$ cat src/rtl/alu_pkg.sv
package alu_pkg;
  // Function select layout: bit 2 chooses the mode, bits 1:0 the variant.
  typedef enum logic [1:0] {
    YSEL_ZERO = 2'b00,
    YSEL_B    = 2'b01,
    YSEL_NOTB = 2'b10,
    YSEL_ONES = 2'b11
  } ysel_e;

  typedef enum logic [1:0] {
    LOP_OR   = 2'b00,
    LOP_XOR  = 2'b01,
    LOP_AND  = 2'b10,
    LOP_NOTA = 2'b11
  } lop_e;

  localparam int SEL_W = 3;
endpackage

$ cat src/rtl/alu_operand_sel.sv
module alu_operand_sel
  import alu_pkg::*;
#(
  parameter int WIDTH = 4
) (
  input  logic [WIDTH-1:0] a_i,
  input  logic [WIDTH-1:0] b_i,
  input  logic [SEL_W-1:0] sel_i,
  output logic [WIDTH-1:0] x_o,
  output logic [WIDTH-1:0] y_o
);
  logic       logic_mode;
  logic [1:0] variant;

  assign logic_mode = sel_i[2];
  assign variant    = sel_i[1:0];

  // Full-adder X and Y inputs; in logic mode the sum bit X^Y forms the result.
  always_comb begin
    x_o = a_i;
    y_o = '0;
    if (!logic_mode) begin
      unique case (ysel_e'(variant))
        YSEL_ZERO: y_o = '0;
        YSEL_B:    y_o = b_i;
        YSEL_NOTB: y_o = ~b_i;
        YSEL_ONES: y_o = '1;
      endcase
    end else begin
      unique case (lop_e'(variant))
        LOP_OR:   begin x_o = a_i | b_i; y_o = '0;  end
        LOP_XOR:  begin x_o = a_i;       y_o = b_i; end
        LOP_AND:  begin x_o = a_i & b_i; y_o = '0;  end
        LOP_NOTA: begin x_o = a_i;       y_o = '1;  end
      endcase
    end
  end
endmodule

$ cat src/rtl/alu_adder_chain.sv
module alu_adder_chain #(
  parameter int WIDTH = 4
) (
  input  logic [WIDTH-1:0] x_i,
  input  logic [WIDTH-1:0] y_i,
  input  logic             cin_i,
  input  logic             kill_i,
  output logic [WIDTH-1:0] sum_o,
  output logic             cout_o
);
  logic [WIDTH:0] carry;

  assign carry[0] = cin_i & ~kill_i;

  for (genvar i = 0; i < WIDTH; i++) begin : g_stage
    logic prop;
    logic gen;
    assign prop         = x_i[i] ^ y_i[i];
    assign gen          = x_i[i] & y_i[i];
    assign sum_o[i]     = prop ^ carry[i];
    assign carry[i+1]   = (gen | (prop & carry[i])) & ~kill_i;
  end

  assign cout_o = carry[WIDTH];
endmodule

$ cat src/rtl/sel_carry_alu.sv
module sel_carry_alu
  import alu_pkg::*;
#(
  parameter int WIDTH = 4
) (
  input  logic [WIDTH-1:0] a_i,
  input  logic [WIDTH-1:0] b_i,
  input  logic [SEL_W-1:0] sel_i,
  input  logic             cin_i,
  output logic [WIDTH-1:0] f_o,
  output logic             cout_o
);
  logic [WIDTH-1:0] x_op;
  logic [WIDTH-1:0] y_op;

  alu_operand_sel #(.WIDTH(WIDTH)) u_opsel (
    .a_i   (a_i),
    .b_i   (b_i),
    .sel_i (sel_i),
    .x_o   (x_op),
    .y_o   (y_op)
  );

  alu_adder_chain #(.WIDTH(WIDTH)) u_chain (
    .x_i    (x_op),
    .y_i    (y_op),
    .cin_i  (cin_i),
    .kill_i (sel_i[2]),
    .sum_o  (f_o),
    .cout_o (cout_o)
  );
endmodule

$ cat config.mk
export PLATFORM = sky130hd
export DESIGN_NAME = sel_carry_alu
export DESIGN_NICKNAME = d
export VERILOG_FILES = /design/src/rtl/alu_pkg.sv /design/src/rtl/alu_operand_sel.sv /design/src/rtl/alu_adder_chain.sv /design/src/rtl/sel_carry_alu.sv
export SDC_FILE = /design/constraint.sdc
export NUM_CORES = 1
export LEC_CHECK = 0
export BUFFER_PORTS_ARGS = -buffer_cell sky130_fd_sc_hd__buf_2
export CORE_AREA = 2 2 39 41
export DETAILED_ROUTE_END_ITERATION = 10
export DIE_AREA = 0 0 41 43
export GPL_TIMING_DRIVEN = 0
export PLACE_DENSITY = 0.6
export REMOVE_ABC_BUFFERS = 1
export SKIP_LAST_GASP = 1
export SLEW_MARGIN = 15
export SYNTH_ARGS = -nofsm -noshare
export SYNTH_HDL_FRONTEND = slang
export SYNTH_HIERARCHICAL = 1
export SYNTH_SLANG_ARGS = --single-unit
$ cat constraint.sdc
create_clock -name vclk -period 8.8
set_input_delay 1.76 -clock vclk [all_inputs]
set_output_delay 1.76 -clock vclk [all_outputs]
set_load 0.05 [all_outputs]
==> impl_metrics.json <==
{
  "dp.cells": 73,
  "dieArea_sq_um": 1760,
  "fin_cells": 73,
  "setup_slack_ns": 2.50,
  "syn-cell-area_sq_um": 369,
  "hold_buffers": 0,
  "power_density_nw_per_um2": 85.5,
  "drc": 0,
  "drive_gt1_share_pct": 47.4,
  "ant_nets": 0,
  "placed_area_sq_um": 450,
  "status": "finished, final reports clean",
  "worstPathMaxFanout": 17,
  "hold_end": "cout_o",
  "final.clkbuf_count": 0,
  "finalPower_mw": 0.0385,
  "diodes": 0,
  "cts.repair.resized": 0,
  "drt_iter0_markers": 8,
  "wl_per_cell_um": 9.10,
  "tightest_slew_ns": 0.252,
  "place_ws_ns": 2.47,
  "die_width_um": 41,
  "regArea_sq_um": 0,
  "hold_class": "in2out",
  "grt_pass1_vias": 245,
  "post_cts_buffers": 0,
  "grtUsageTotal_pct": 7.34,
  "num_rows": 14,
  "layout.nets": 75,
  "synthTopCellsByArea": "fa_1 22%, a211oi_2 14%, nor2b_1 12%",
  "synth_top_area_share_pct": 21.7,
  "io_pins": 17,
  "drv_slew": 0,
  "antenna_found_initial": 0,
  "n_sequential_cell": 0,
  "core-area_sq_um": 1380,
  "start_kind": "primary input",
  "hold_depth": 3,
  "grt_overflow": 0,
  "dp_hpwl_um": 548,
  "stdcell_area_sq_um": 450,
  "required_ns": 7.04,
  "critPathCaptureType": "primary output",
  "worst_ep_arrival_time_ns": 4.54,
  "die_h_um": 43,
  "leakagePower_nw": 0.210,
  "fillers": 164,
  "synth-seq-area-share_pct": 0,
  "rsz0062_at_grt": "false",
  "drt_first_pass_iters": 4,
  "syn_to_final_growth_pct": 22.0,
  "timing.fmax_ghz": 0.159,
  "port_buffers": 17,
  "start_util_pct": 26.7,
  "slew_headroom_pct": 83.2,
  "via_per_inst": 4.75,
  "finalCritPeriodShare_pct": 71.5,
  "synthCells": 43,
  "vias": 347,
  "ir_worst_vdd_mv": 0.0441,
  "finalSetupViolations": 0,
  "setup-tns-final_ns": 0,
  "hold_start": "sel_i[2]",
  "grt_max_degree": 18,
  "routabilityCongestion": 0.627,
  "multiInputGateArea_sq_um": 319,
  "synth_cell_types": 13,
  "post_synth.cell_area_avg_sq_um": 8.58,
  "worstSetupPathType": "in2out",
  "maxCapViolations": 0,
  "finalCriticalPeriod_ns": 6.30,
  "wirelength_um": 664,
  "grt_pass1_wl_um": 979,
  "synth_top_area_cell": "fa_1",
  "synth_warnings": 6,
  "hold_violations": 0
}
## per-layer routing
layer	GRT usage (%)	routed length, um
met1	12.6	316
met2	10.3	302
met3	0.524	44
met4	0	0
met5	0	0
## how the worst max path moves through the flow
stage          slack (ns)  cells past startpoint  startpoint  endpoint
2_1_floorplan        2.80                     10      b_i[0]    f_o[3]
3_3_place_gp         2.48                     12    sel_i[2]    f_o[3]
3_5_place_dp         2.47                     12    sel_i[2]    f_o[3]
4_1_cts              2.47                     12    sel_i[2]    f_o[3]
5_1_grt              2.35                     12    sel_i[2]    f_o[3]
6_report             2.50                     12    sel_i[2]    f_o[3]
## power by group
group | leakage [nW] | switching, mW | internal (mW)
logic | 0.210 | 0.0266 | 0.0119
registers | 0 | 0 | 0
clock network | 0 | 0 | 0
## cell families after synthesis
family	count (synthesis)	share of synthesized area, %
buffers and inverters	10	13.6
AO/OA/AOI/OAI	8	24.4
AND/OR/NAND/NOR	21	40.3
adder cells (fa/ha/maj)	4	21.7
## cell usage after synthesis, drive strengths merged
| cell | number |
|---|---|
| o22a | 4 |
| and4bb | 4 |
| inv | 7 |
| buf | 3 |
| a211oi | 4 |
| fa | 4 |
| nand2b | 1 |
| nor2b | 7 |
| nand3b | 4 |
| nor2 | 5 |
## area by class of cell
cell class / count / share of cell area (%)
Inverter: 7 / 5.83
Multi-Input combinational cell: 33 / 70.8
Tap cell: 16 / 4.44
Timing Repair Buffer: 17 / 18.9
## through the flow
stage | hold WS, ns | utilization [%]
CTS | 4.04 | 32.5
floorplan | 3.70 | -
global route | 4.08 | 32.5
finish | 4.03 | 32.5
global placement | 4.03 | 32.5
detailed placement | 4.03 | 32.5
## layout by cell type (no fill, tap or decap), drive strengths merged
master / count
a211oi: 4
and4bb: 4
buf: 17
fa: 4
inv: 7
nand2b: 1
nand3b: 4
nor2: 5
nor2b: 7
o22a: 4
## critical path: stages
cell	delay (ns)
buf_2	0.24
and4bb_2	0.27
a211oi_2	0.05
fa_1	0.41
nor2b_1	0.15
fa_1	0.35
nor2b_1	0.14
fa_1	0.36
nand2b_1	0.10
fa_1	0.41
inv_1	0.06
buf_2	0.25
Power figures use the tool's default switching activity.
